$ cat src/rtl/ptw_pkg.sv
package ptw_pkg;

  typedef enum logic [1:0] {
    WS_IDLE  = 2'd0,
    WS_OUTER = 2'd1,
    WS_INNER = 2'd2,
    WS_DONE  = 2'd3
  } walk_state_e;

  typedef enum logic [1:0] {
    FLT_NONE  = 2'd0,
    FLT_OUTER = 2'd1,
    FLT_INNER = 2'd2
  } walk_fault_e;

endpackage

$ cat src/rtl/ptw_base_reg.sv
module ptw_base_reg #(
  parameter int                ADDR_W   = 32,
  parameter logic [ADDR_W-1:0] RST_BASE = '0
) (
  input  logic              clk,
  input  logic              rst_n,
  input  logic              we,
  input  logic [ADDR_W-1:0] wdata,
  output logic [ADDR_W-1:0] base
);

  always_ff @(posedge clk) begin
    if (!rst_n)  base <= RST_BASE;
    else if (we) base <= wdata;
  end

endmodule

$ cat src/rtl/ptw_seq.sv
module ptw_seq
  import ptw_pkg::*;
(
  input  logic        clk,
  input  logic        rst_n,
  input  logic        start,
  input  logic        rd_valid,
  input  logic        entry_ok,
  output walk_state_e state
);

  walk_state_e nxt;

  always_comb begin
    nxt = state;
    unique case (state)
      WS_IDLE:  if (start)    nxt = WS_OUTER;
      WS_OUTER: if (rd_valid) nxt = entry_ok ? WS_INNER : WS_DONE;
      WS_INNER: if (rd_valid) nxt = WS_DONE;
      WS_DONE:                nxt = WS_IDLE;
      default:                nxt = WS_IDLE;
    endcase
  end

  always_ff @(posedge clk) begin
    if (!rst_n) state <= WS_IDLE;
    else        state <= nxt;
  end

endmodule

$ cat src/rtl/ptw_path.sv
module ptw_path
  import ptw_pkg::*;
#(
  parameter int ADDR_W  = 32,
  parameter int OFF_W   = 10,
  parameter int INNER_W = 10
) (
  input  logic              clk,
  input  logic              rst_n,
  input  walk_state_e       state,
  input  logic              start,
  input  logic [ADDR_W-1:0] vaddr_in,
  input  logic [ADDR_W-1:0] base,
  input  logic              rd_valid,
  input  logic [ADDR_W-1:0] rd_data,
  output logic [ADDR_W-1:0] rd_addr,
  output logic [ADDR_W-1:0] paddr,
  output walk_fault_e       fault,
  output logic              entry_ok
);

  localparam int OUTER_W = ADDR_W - OFF_W - INNER_W;
  localparam int SLOT_SH = $clog2(ADDR_W / 8);
  localparam int IN_LO   = OFF_W;
  localparam int OUT_LO  = OFF_W + INNER_W;

  // Entry address within the top-level table.
  function automatic logic [ADDR_W-1:0] outer_slot(
    input logic [ADDR_W-1:0]  tbl,
    input logic [OUTER_W-1:0] idx
  );
    return tbl + (ADDR_W'(idx) << SLOT_SH);
  endfunction

  // Entry address within the second-level table named by an entry.
  function automatic logic [ADDR_W-1:0] inner_slot(
    input logic [ADDR_W-1:0]  ent,
    input logic [INNER_W-1:0] idx
  );
    return {ent[ADDR_W-1:OFF_W], {OFF_W{1'b0}}} + (ADDR_W'(idx) << SLOT_SH);
  endfunction

  // Physical address from a frame entry and the page offset.
  function automatic logic [ADDR_W-1:0] frame_join(
    input logic [ADDR_W-1:0] ent,
    input logic [OFF_W-1:0]  off
  );
    return {ent[ADDR_W-1:OFF_W], off};
  endfunction

  logic [ADDR_W-1:0] va_q;
  logic              outer_resp, inner_resp;

  assign entry_ok   = rd_data[0];
  assign outer_resp = (state == WS_OUTER) && rd_valid;
  assign inner_resp = (state == WS_INNER) && rd_valid;

  always_ff @(posedge clk) begin
    if (!rst_n) begin
      va_q    <= '0;
      rd_addr <= '0;
      paddr   <= '0;
      fault   <= FLT_NONE;
    end else if (start) begin
      va_q    <= vaddr_in;
      rd_addr <= outer_slot(base, vaddr_in[ADDR_W-1:OUT_LO]);
      paddr   <= '0;
      fault   <= FLT_NONE;
    end else if (outer_resp) begin
      if (entry_ok) rd_addr <= inner_slot(rd_data, va_q[OUT_LO-1:IN_LO]);
      else          fault   <= FLT_OUTER;
    end else if (inner_resp) begin
      if (entry_ok) paddr <= frame_join(rd_data, va_q[OFF_W-1:0]);
      else          fault <= FLT_INNER;
    end
  end

endmodule

$ cat src/rtl/ptw_walker.sv
module ptw_walker
  import ptw_pkg::*;
#(
  parameter int                ADDR_W   = 32,
  parameter int                OFF_W    = 10,
  parameter int                INNER_W  = 10,
  parameter logic [ADDR_W-1:0] RST_BASE = '0
) (
  input  logic              clk,
  input  logic              rst_n,
  input  logic              base_we,
  input  logic [ADDR_W-1:0] base_wdata,
  input  logic              req_valid,
  output logic              req_ready,
  input  logic [ADDR_W-1:0] req_vaddr,
  output logic              mem_rd_en,
  output logic [ADDR_W-1:0] mem_rd_addr,
  input  logic              mem_rd_valid,
  input  logic [ADDR_W-1:0] mem_rd_data,
  output logic              rsp_valid,
  output logic [ADDR_W-1:0] rsp_paddr,
  output logic [1:0]        rsp_fault
);

  walk_state_e       state;
  walk_fault_e       fault;
  logic [ADDR_W-1:0] tbl_base, paddr_q;
  logic              walk_start, entry_ok;

  assign walk_start = req_valid && req_ready;

  ptw_base_reg #(.ADDR_W(ADDR_W), .RST_BASE(RST_BASE)) u_base (
    .clk(clk), .rst_n(rst_n), .we(base_we), .wdata(base_wdata), .base(tbl_base)
  );

  ptw_seq u_seq (
    .clk(clk), .rst_n(rst_n), .start(walk_start), .rd_valid(mem_rd_valid),
    .entry_ok(entry_ok), .state(state)
  );

  ptw_path #(.ADDR_W(ADDR_W), .OFF_W(OFF_W), .INNER_W(INNER_W)) u_path (
    .clk(clk), .rst_n(rst_n), .state(state), .start(walk_start),
    .vaddr_in(req_vaddr), .base(tbl_base), .rd_valid(mem_rd_valid),
    .rd_data(mem_rd_data), .rd_addr(mem_rd_addr), .paddr(paddr_q),
    .fault(fault), .entry_ok(entry_ok)
  );

  assign req_ready = (state == WS_IDLE);
  assign mem_rd_en = (state == WS_OUTER) || (state == WS_INNER);
  assign rsp_valid = (state == WS_DONE);
  assign rsp_paddr = rsp_valid ? paddr_q : '0;
  assign rsp_fault = rsp_valid ? fault   : FLT_NONE;

endmodule

$ cat config.mk
export PLATFORM = sky130hd
export DESIGN_NAME = ptw_walker
export DESIGN_NICKNAME = d
export VERILOG_FILES = /design/src/rtl/ptw_pkg.sv /design/src/rtl/ptw_base_reg.sv /design/src/rtl/ptw_seq.sv /design/src/rtl/ptw_path.sv /design/src/rtl/ptw_walker.sv
export SDC_FILE = /design/constraint.sdc
export NUM_CORES = 1
export LEC_CHECK = 0
export ABC_AREA = 1
export BUFFER_PORTS_ARGS = -buffer_cell sky130_fd_sc_hd__buf_2
export CORE_MARGIN = 2
export CORE_UTILIZATION = 45
export DETAILED_ROUTE_END_ITERATION = 8
export PLACE_DENSITY = 0.74
export SETUP_SLACK_MARGIN = 0.2
export SYNTH_ARGS = -nofsm -noshare
export SYNTH_HDL_FRONTEND = slang
export SYNTH_SLANG_ARGS = --single-unit
$ cat constraint.sdc
create_clock -name clk -period 3.5 [get_ports clk]
set_clock_uncertainty 0.2 [all_clocks]
set_input_delay 0.35 -clock clk [delete_from_list [all_inputs] [get_ports clk]]
set_output_delay 0.35 -clock clk [all_outputs]
set_load 0.02 [all_outputs]
=== Yosys cells after proc, flatten, opt, wreduce, memory -nomap -nowiden ===
Cells that the tools add are included.

* Register bits: 120
* Bits of input ports: 101
* Output and inout port bits: 69
* Logic and storage cells: 45

* Add/subtract/negate cells: 2
* Eq/ne operators: 8
* Mux-type cells: 14
* Bitwise operators: 2
* Reductions and logical operators: 13

{| class="wikitable"
|+ Operators by type and width
! operator !! count
|-
| $mux 32 || 4
|-
| $add 32x12->32 || 1
|-
| $add 32x14->32 || 1
|-
| $mux 2 || 8
|-
| $reduce_and 3->1 || 3
|-
| $ne 2x2->1 const B || 4
|-
| $pmux 2 s4 || 1
|-
| $reduce_bool 2->1 || 3
|-
| $eq 2x2->1 const B || 2
|-
| $logic_and 1x1->1 || 3
|-
| $eq 2x1->1 const B || 1
|-
| $logic_not 2->1 || 1
|-
| $ne 2x1->1 const B || 1
|-
| $not 1->1 || 2
|-
| $reduce_and 2->1 || 1
|-
| $reduce_or 2->1 || 1
|-
| $logic_or 1x1->1 || 1
|-
| $mux 1 || 1
|}

=== Longest topological paths before layout ===
Gate-level depths: netlist of the first run.

* Word-level depth: 4
* Depth in mapped cells: 13
* Depth with buffers taken out: 13

=== Cells and area by module ===
Synthesis of the first run repeated with hierarchy kept, for this count alone.

* Cells, all modules: 1,109
* Area total of the unflattened synthesis: 7,024.2 sq um

{| class="wikitable"
|+ Modules (own cells, without submodules)
! module !! times used !! cells an instance !! area each (sq um) !! sequential area each (sq um)
|-
| ptw_path || 1 || 802 || 5,152.4 || 1,721.7
|-
| ptw_base_reg || 1 || 202 || 1,335.0 || 640.6
|-
| ptw_walker || 1 || 79 || 352.8 || 0.0
|-
| ptw_seq || 1 || 26 || 183.9 || 40.0
|}

=== Worst setup path before layout of the first run ===
Ideal clock, no wire load.

* Path type: input to register
* Start point: in req_vaddr[20]
* End point: reg u_path.rd_addr[14]
* Library setup time: 0.070 ns
* Arrival: 1.798 ns
* Required time: 3.230 ns
* Path slack: 1.432 ns
* Stages: 11
* Path buffers: 0
* Path through: ha_1 > fa_1 > nand2_1 > nand2_1 > o21ai_1 > inv_1 > nand3_1 > nand3_1 > a21oi_1 > o21ai_0 > a21oi_1

* Cells in the longest elaborated chain, start to end: 2

{| class="wikitable"
|+ Ends and longest elaborated chain
! item !! RTL line !! text
|-
| start, declared || ptw_walker.sv:15 || <nowiki>input logic [ADDR_W-1:0] req_vaddr,</nowiki>
|-
| $add 32x14->32 || ptw_path.sv:32 || <nowiki>return tbl + (ADDR_W'(idx) << SLOT_SH);</nowiki>
|-
| $mux 32 || ptw_path.sv:64 || <nowiki>end else if (start) begin</nowiki>
|-
| end signal, assigned || ptw_path.sv:66 || <nowiki>rd_addr <= outer_slot(base, vaddr_in[ADDR_W-1:OUT_LO]);</nowiki>
|-
| end signal, assigned || ptw_path.sv:70 || <nowiki>if (entry_ok) rd_addr <= inner_slot(rd_data, va_q[OUT_LO-1:IN_LO]);</nowiki>
|-
| end, declared || ptw_path.sv:16 || <nowiki>output logic [ADDR_W-1:0] rd_addr,</nowiki>
|}

No other way between the ends.
A chain may end at the register's enable or synchronous reset.

=== Final worst setup path of the first run ===
* Start point: reg u_seq.state[0]
* End point: reg u_path.rd_addr[12]

* Cells in the longest elaborated chain, start to end: 4
* Elaborated cells between the ends (all ways): 8
* Those cells by class: eq/ne: 1; mux: 1; reduce/logical: 6

{| class="wikitable"
|+ Ends and longest elaborated chain
! item !! RTL line !! text
|-
| start, declared || ptw_seq.sv:9 || <nowiki>output walk_state_e state</nowiki>
|-
| start signal, assigned || ptw_seq.sv:27 || <nowiki>else state <= nxt;</nowiki>
|-
| $eq 2x1->1 / $logic_not 2->1 (equally long branches) || ptw_path.sv:55, ptw_walker.sv:48 ||
|-
| $logic_and 1x1->1, on equally long branches || ptw_path.sv:55, ptw_walker.sv:30 ||
|-
| $reduce_bool 2->1 (no line) || n/a ||
|-
| $reduce_and 2->1 (no line) || n/a ||
|}

Several ways; a longest one is shown, not always the timed one.

==> out/qor.csv, run 1 <==
stage,metric,value,unit
run_status,status,"complete, no violations",
global_route,antenna_found_initial,0,
synth,yosys.area.top_type_share,36.4,%
global_route,grtUsageTotal,25.1,%
pwr,peakVddDrop,0.000320,V
detailed_routing,dr.first_iter.drc_count,491,
placement,placed_cell_area,7520,um2
timing,slew_headroom,44.1,%
clocking,cts_sinks,120,
job,maxCapViolations,0,
synth,netlist_area,6600,um2
placement,dp_hpwl,14.0,mm
floorplanning,ios,170,
worst_setup_path,cp-start-kind,register,
synth,synth_cells,991,
detailed_routing,met2WireLength,9.24,mm
timing,slew_viol_final,0,
detailed_routing,highest_layer,met4,
timing,tightest_slew,0.839,ns
synth,synthMostInstantiatedCell,nand2_1,
timing,min_period_over_period,72.3,%
worst_setup_path,reg2reg_slack,0.97,ns
synth,ys_ff_latch,120,
clocking,post_cts_resize_count,0,
clocking,root_buffer,clkbuf_16,
worst_hold_path,min_path_cells,3,
final_layout,area_growth,30.8,%
timing,period_needed,2.53,ns
final_layout,fin_util,59.9,%
synth,synth.avg_cell_area,6.66,um2
timing,fmax,0.395,GHz
final_layout,fin_nets,1296,
global_route,grt_pass1_vias,6360,
worst_setup_path,ff2ff_path_depth,9,
worst_hold_path,holdCritPathClass,primary input to register,
detailed_routing,vias,6943,
placement,port_buffers,160,
floorplanning,start_util,45.8,%
synth,ys_types,44,
clocking,cts_max_level,4,
worst_setup_path,crit_path_end_kind,register,
clocking,clk_path_buf_depth,2,
worst_setup_path,arrival,2.64,ns
floorplanning,die_h,125,um
synth,async_flop_share,0,%
floorplanning,die_w,125,um
global_route,grt_pass1_wl,31.9,mm
pwr,p_per_area,612,nW/um2
detailed_routing,drt_pass1_iterations,5,
synth,syn-num-nets,1112,
final_layout,finalInstanceArea,8640,um2
worst_setup_path,path_max_fanout,26,
floorplanning,fp.dieArea,15700,um2
clocking,cts_hold_buf,38,
synth,yosysSeqAreaShare,36.4,%
final_layout,drive_gt1_share,20.6,%
detailed_routing,via_per_inst,5.06,
worst_setup_path,critPathRequiredTime,3.61,ns
final_layout,fill_cells,1356,
global_route,grt-ovfl-total,0,
worst_setup_path,worstReg2RegStart,u_seq.state[0],
synth,synth_edf_count,0,
global_route,grt_start_max_net_pins,55,
worst_hold_path,worstHoldStart,mem_rd_data[10],
clocking,cts_tree,built,
detailed_routing,drc,0,
clocking,clk-insertion-delay-late,0.42,ns
floorplanning,core,14400,um2
timing,setup_viol,0,
synth,synth_top_cell_by_area,dfxtp_1,
worst_hold_path,worstHoldEndpoint,u_path.paddr[10],
detailed_routing,drtAntennaViolNets,0,
timing,finalSetupTns,0,ns
placement,place.gp.congestion,0.995,
timing,hold_viol,0,
floorplanning,row_count,44,
worst_setup_path,reg2reg_to,u_path.rd_addr[12],
detailed_routing,wl_met3,1.06,mm
worst_setup_path,path_class,register to register,
detailed_routing,wl,19.5,mm
clocking,clkTransAtPathRegs,0.06,ns
synth,synth_common_cells,"nand2_1 (238), nor2_1 (127), dfxtp_1 (120)",
pwr,p_leak,4.23,nW
detailed_routing,wl_met1,8.91,mm
clocking,cts_buffers,17,
final_layout,antenna_cells,0,
detailed_routing,routedWlPerCell,14.2,um
synth,yosysWarningCount,0,
synth,ys.flop_type,dfxtp_1,
timing,rsz0062_at_grt,no,
synth,synthTopCellsByArea,"dfxtp_1 (36%), nand2_1 (14%), nor2_1 (7.2%), a21oi_1 (6.1%), o21ai_0 (6.1%)",
clocking,cts_setup_buffers,0,
[final cells by class]
type                            instances  area, um2  area share, %
Clock inverter                         12        295           3.42
Inverter                              116        435           5.04
Tap cell                              184        230           2.67
Sequential cell                       120       2400           27.8
Timing Repair Buffer                  205       1230           14.3
Multi-Input combinational cell        715       3600           41.7
Clock buffer                           19        443           5.13
[per-stage QoR]
step / hold WS, ns / power (mW) / cells / worst slack (ns)
4_1_cts: 0.00338 / 5.31 / 1371 / 0.962
5_1_grt: 0.0194 / 5.55 / 1371 / 0.749
6_report: 0.0138 / 5.29 / 1371 / 0.970
2_1_floorplan: 0.240 / 2.64 / 991 / 1.43
3_3_place_gp: 0.249 / 3.05 / 1302 / 1.03
3_5_place_dp: 0.253 / 3.07 / 1302 / 0.973
[kinds of logic after synthesis]
| kind of cell | Yosys count | share of synthesized area, % |
|---|---|---|
| and+or+nand+nor | 484 | 32.5 |
| buffers and inverters | 156 | 9.21 |
| DFF | 120 | 36.4 |
| AOI/OAI and AO/OA | 200 | 16.4 |
| adders and majority gates | 20 | 4.02 |
| xor gates and xnor gates | 11 | 1.46 |
[critical path, stage by stage, from the launching register on]
cell and delay (ns):
dfxtp_1 0.37, inv_1 0.09, ha_1 0.25, nand2_2 0.08, inv_1 0.23, nor2_4 0.44, inv_2 0.27, or2_2 0.34
nand4_1 0.10, inv_1 0.05
[power breakdown]
part	switching, mW	internal, mW
sequential	0.124	1.57
combinational	0.943	0.455
clock	0.629	1.57
[worst max-delay path by stage]
stage | start | endpoint | slack [ns]
after floorplan | req_vaddr[20] | u_path.rd_addr[14] | 1.43
after global placement | u_seq.state[0] | u_path.rd_addr[13] | 1.03
after detailed placement | u_seq.state[0] | u_path.rd_addr[13] | 0.97
after CTS | u_seq.state[0] | u_path.rd_addr[13] | 0.96
after global routing | u_seq.state[1] | u_path.rd_addr[13] | 0.75
final | u_seq.state[0] | u_path.rd_addr[12] | 0.97
[sequential cells by signal (all words and copies together) (netlist names)]
register / count
u_seq.state: 2
u_path.rd_addr: 32
u_path.va_q: 20
u_path.paddr: 32
u_base.base: 32
u_path.fault: 2
[routing by layer]
metal,track usage (%),vias to the layer above
li1,-,3590
met1,33.5,3101
met2,41.3,226
met3,5.22,26
met4,7.12,0
met5,0,-
[cells in the final DEF (no fill, tap or decap), types with 8 or more instances in the layout]
master and count:
a211oi_1 14, a21oi_1 81, a31oi_1 10, buf_2 160, bufinv_16 9, clkbuf_16 17, dfxtp_1 120, dlygate4sd3_1 38
ha_1 18, inv_1 106, inv_2 8, nand2_1 238, nand3_1 50, nand4_1 13, nor2_1 127, nor3_1 10
o21ai_0 80, xor2_1 9
No activity file was read; power rests on OpenSTA's default activity.
==> run 2, diff against run 1 <==
--- a/config.mk
+++ b/config.mk
@@ -5,7 +5,7 @@
 export SDC_FILE = /design/constraint.sdc
 export NUM_CORES = 1
 export LEC_CHECK = 0
-export ABC_AREA = 1
+export ABC_AREA = 0
 export BUFFER_PORTS_ARGS = -buffer_cell sky130_fd_sc_hd__buf_2
 export CORE_MARGIN = 2
 export CORE_UTILIZATION = 45
==> constraint.sdc (replaced) <==
create_clock -name clk -period 2.35 [get_ports clk]
set_clock_uncertainty 0.2 [all_clocks]
set_input_delay 0.235 -clock clk [delete_from_list [all_inputs] [get_ports clk]]
set_output_delay 0.235 -clock clk [all_outputs]
set_load 0.02 [all_outputs]
==> run 2 against run 1 <==
Register-to-register slack got worse by 0.88 ns. First-iteration DRC count shrank 2.6%. Synthesized cell count is 22% lower. Sequential power is 45% higher. Utilization is 5.9 points higher. Worst hold slack improved by 0.0097 ns. Largest cell class unchanged. Total power increased by 31%. Clock power rose by 6%. Via count shrank 10%. Largest power group is now registers. Critical path depth down 1. Worst setup slack worse by 0.88 ns.
==> out/qor.csv, run 2 <==
stage,metric,value,unit,change
final_layout,area_growth,44.7,%,
floorplanning,die_w,122,um,-2.7%
pwr,p_per_area,765,nW/um2,+25%
synth,synthTopCellsByArea,"dfxtp_1 (38%), nand2_1 (9.8%), a21oi_1 (5.6%), mux2i_1 (5.6%), and2_1 (3.8%)",,
detailed_routing,drtAntennaViolNets,0,,unchanged
final_layout,finalInstanceArea,9030,um2,+4.5%
clocking,cts_tree,built,,
synth,yosysSeqAreaShare,38.5,%,+2.1 points
detailed_routing,drt_pass1_iterations,5,,unchanged
timing,tightest_slew,0.610,ns,-0.229 ns
final_layout,final_common_cell,nand2_1,,
timing,min_period_over_period,96.0,%,+24 points
synth,synthMuxAreaShare,5.61,%,+5.6 points
floorplanning,fp.dieArea,14800,um2,-5.3%
clocking,cts_max_level,4,,unchanged
placement,port_buffers,160,,unchanged
worst_setup_path,path_max_fanout,8,,-69%
placement,dp_hpwl,11.8,mm,-16%
worst_hold_path,holdCritPathClass,primary input to register,,
clocking,cts_sinks,120,,unchanged
clocking,cts_buffers,17,,unchanged
worst_setup_path,crit_path_end_kind,register,,
detailed_routing,via_per_inst,5.16,,+2.0%
synth,synth_edf_count,0,,unchanged
job,maxCapViolations,0,,unchanged
synth,netlist_area,6240,um2,-5.5%
placement,place.gp.congestion,0.855,,-14%
worst_setup_path,critPathRequiredTime,2.43,ns,-1.18 ns
synth,yosys.area.top_type_share,38.5,%,+2.1 points
synth,synth_top_cell_by_area,dfxtp_1,,
final_layout,antenna_cells,0,,unchanged
run_status,status,"complete, no violations",,
worst_setup_path,reg2reg_slack,0.09,ns,-0.88 ns
pwr,peakVddDrop,0.000514,V,+61%
synth,synth_cells,770,,-22%
floorplanning,ios,170,,unchanged
synth,ys_ff_latch,120,,unchanged
final_layout,fin_nets,1142,,-12%
final_layout,drive_gt1_share,27.3,%,+6.7 points
timing,fmax,0.443,GHz,+12%
detailed_routing,wl,18.4,mm,-5.7%
worst_hold_path,min_path_cells,3,,unchanged
global_route,grt-ovfl-total,0,,unchanged
pwr,p_total,6.91,mW,+31%
timing,slew_headroom,59.3,%,+15 points
worst_setup_path,arrival,2.34,ns,-0.30 ns
floorplanning,die_h,122,um,-2.7%
final_layout,layout_common_cells,"nand2_1 (162), buf_2 (159), dfxtp_1 (114), dlygate4sd3_1 (75), a21oi_1 (61)",,
synth,synth_compound_area_share,17.3,%,+0.89 points
timing,hold_viol,0,,unchanged
synth,synth_top_family_by_area,simple AND/OR/NAND/NOR gates,,
worst_hold_path,worstHoldEndpoint,u_path.rd_addr[2],,
worst_setup_path,worstReg2RegStart,u_base.base[9],,
synth,yosysWarningCount,0,,unchanged
floorplanning,start_util,45.5,%,-0.29 points
detailed_routing,vias,6243,,-10%
worst_setup_path,ff2ff_path_depth,8,,-1
synth,async_flop_share,0,%,unchanged
synth,synthMostInstantiatedCell,nand2_1,,
worst_setup_path,path_class,register to register,,
detailed_routing,drc,0,,unchanged
clocking,clk-insertion-delay-late,0.40,ns,-0.02 ns
synth,synth-xor-area-share,5.05,%,+3.6 points
timing,period_needed,2.26,ns,-0.274 ns
synth,synthSimpleGateAreaFrac,25.9,%,-6.6 points
worst_setup_path,reg2reg_to,u_path.rd_addr[21],,
global_route,grt_pass1_wl,28.5,mm,-10%
synth,synth.avg_cell_area,8.11,um2,+22%
global_route,antenna_found_initial,0,,unchanged
worst_setup_path,cp-start-kind,register,,
synth,ys.flop_type,dfxtp_1,,
timing,slew_viol_final,0,,unchanged
global_route,grtUsageTotal,24.6,%,-0.48 points
global_route,grt_start_max_net_pins,76,,+38%
floorplanning,row_count,43,,-2.3%
timing,rsz0062_at_grt,yes,,
detailed_routing,routedWlPerCell,15.2,um,+6.9%
floorplanning,core,13700,um2,-4.9%
synth,syn-num-nets,891,,-20%
clocking,clk_path_buf_depth,2,,unchanged
clocking,clkTransAtPathRegs,0.05,ns,about the same
synth,synth_common_cells,"nand2_1 (163), dfxtp_1 (120), a21oi_1 (70)",,
pwr,p_leak,3.87,nW,-8.4%
worst_hold_path,worstHoldStart,req_vaddr[20],,
synth,synth-adder-area-share,4.25,%,+0.23 points
synth,ys_types,56,,+27%
global_route,grt_pass1_vias,5754,,-9.5%
timing,setup_viol,0,,unchanged
final_layout,reg_top3,"u_base.base (32), u_path.paddr (32), u_path.rd_addr (32)",,
detailed_routing,dr.first_iter.drc_count,478,,-2.6%
clocking,root_buffer,clkbuf_16,,
placement,placed_cell_area,7430,um2,-1.2%
## run 2: cell count changes in the layout (fill, tap and decap cells not counted), sizes merged, moves of 24 or more
| cell | change |
|---|---|
| nor2b | +35 |
| o21ai | -65 |
| and2 | +37 |
| dlygate4sd3 | +37 |
| xnor2 | +24 |
| buf | +34 |
| nor2 | -107 |
| inv | -102 |
| nand2 | -82 |
| mux2i | +35 |
## run 2: cells by family (layout without fill, tap and decap cells)
kind of cell	after synthesis	after routing
adders and majority gates	20	20
DFF	120	120
buffers and inverters	56	315
muxes	35	35
xor gates and xnor gates	36	36
and+or+nand+nor	334	334
AOI/OAI and AO/OA	169	169
## run 2: worst max path at each step
stage,depth (start not counted),slack [ns],from,to
2_1_floorplan,8,0.13,u_path.va_q[18],u_path.rd_addr[28]
3_3_place_gp,9,-0.05,req_vaddr[20],u_path.rd_addr[23]
3_5_place_dp,9,-0.07,req_vaddr[20],u_path.rd_addr[23]
4_1_cts,8,0.09,u_path.va_q[18],u_path.rd_addr[28]
5_1_grt,8,-0.02,u_base.base[2],u_path.rd_addr[26]
6_report,8,0.09,u_base.base[9],u_path.rd_addr[21]
## run 2: power breakdown
part           internal [mW]  total (mW)  switching [mW]  leakage [nW]
combinational          0.843        2.10            1.26          2.63
sequential              2.30        2.47           0.172         0.984
clock                   1.50        2.34           0.844         0.263
total                   4.64        6.91            2.27          3.87
## run 2: critical path, cell delays in order, from the launching register on
cell and delay, ns:
dfxtp_2 0.33, ha_4 0.27, and2_4 0.16, nand3_2 0.08, a211o_4 0.34, a21o_4 0.26, buf_4 0.14, o31ai_1 0.24
a31oi_1 0.12
## run 2: cell type report
class / count / area (um2)
fill: 1144 / 4690
multi-input combinational: 594 / 3920
sequential: 120 / 2410
timing repair buffer: 276 / 1910
clock buffer: 22 / 474
tap: 180 / 225
clock inverter: 5 / 50.0
inverter: 12 / 45.0
## run 2: metal layers
| layer | up-vias | GRT usage, % | share of wire [%] | routed length [um] |
|---|---|---|---|---|
| li1 | 3147 | - | - | - |
| met1 | 2849 | 31.2 | 44 | 8050 |
| met2 | 214 | 41.2 | 49 | 8990 |
| met3 | 33 | 5.01 | 5.1 | 932 |
| met4 | 0 | 9.70 | 2.4 | 438 |
| met5 | - | 0 | 0 | 0 |
## run 2: stage by stage
stage	hold slack (ns)	setup WS (ns)	utilization (%)	setup TNS [ns]	instances
6_report	0.0235	0.0944	65.8	0	1209
5_1_grt	0.0163	-0.0153	65.8	-0.0268	1209
4_1_cts	0.0106	0.0870	64.7	0	1205
3_5_place_dp	0.243	-0.0674	54.1	-0.375	1095
3_3_place_gp	0.238	-0.0533	54.1	-0.175	1095
2_1_floorplan	0.171	0.131	-	0	770
## run 2: what timing repair did
action	CTS	global route
setup endpoints to repair	23	67
setup buffers	8	4
gates resized for setup	28	30
hold endpoints to repair	75	0
hold buffers	75	0
pin swaps	21	34
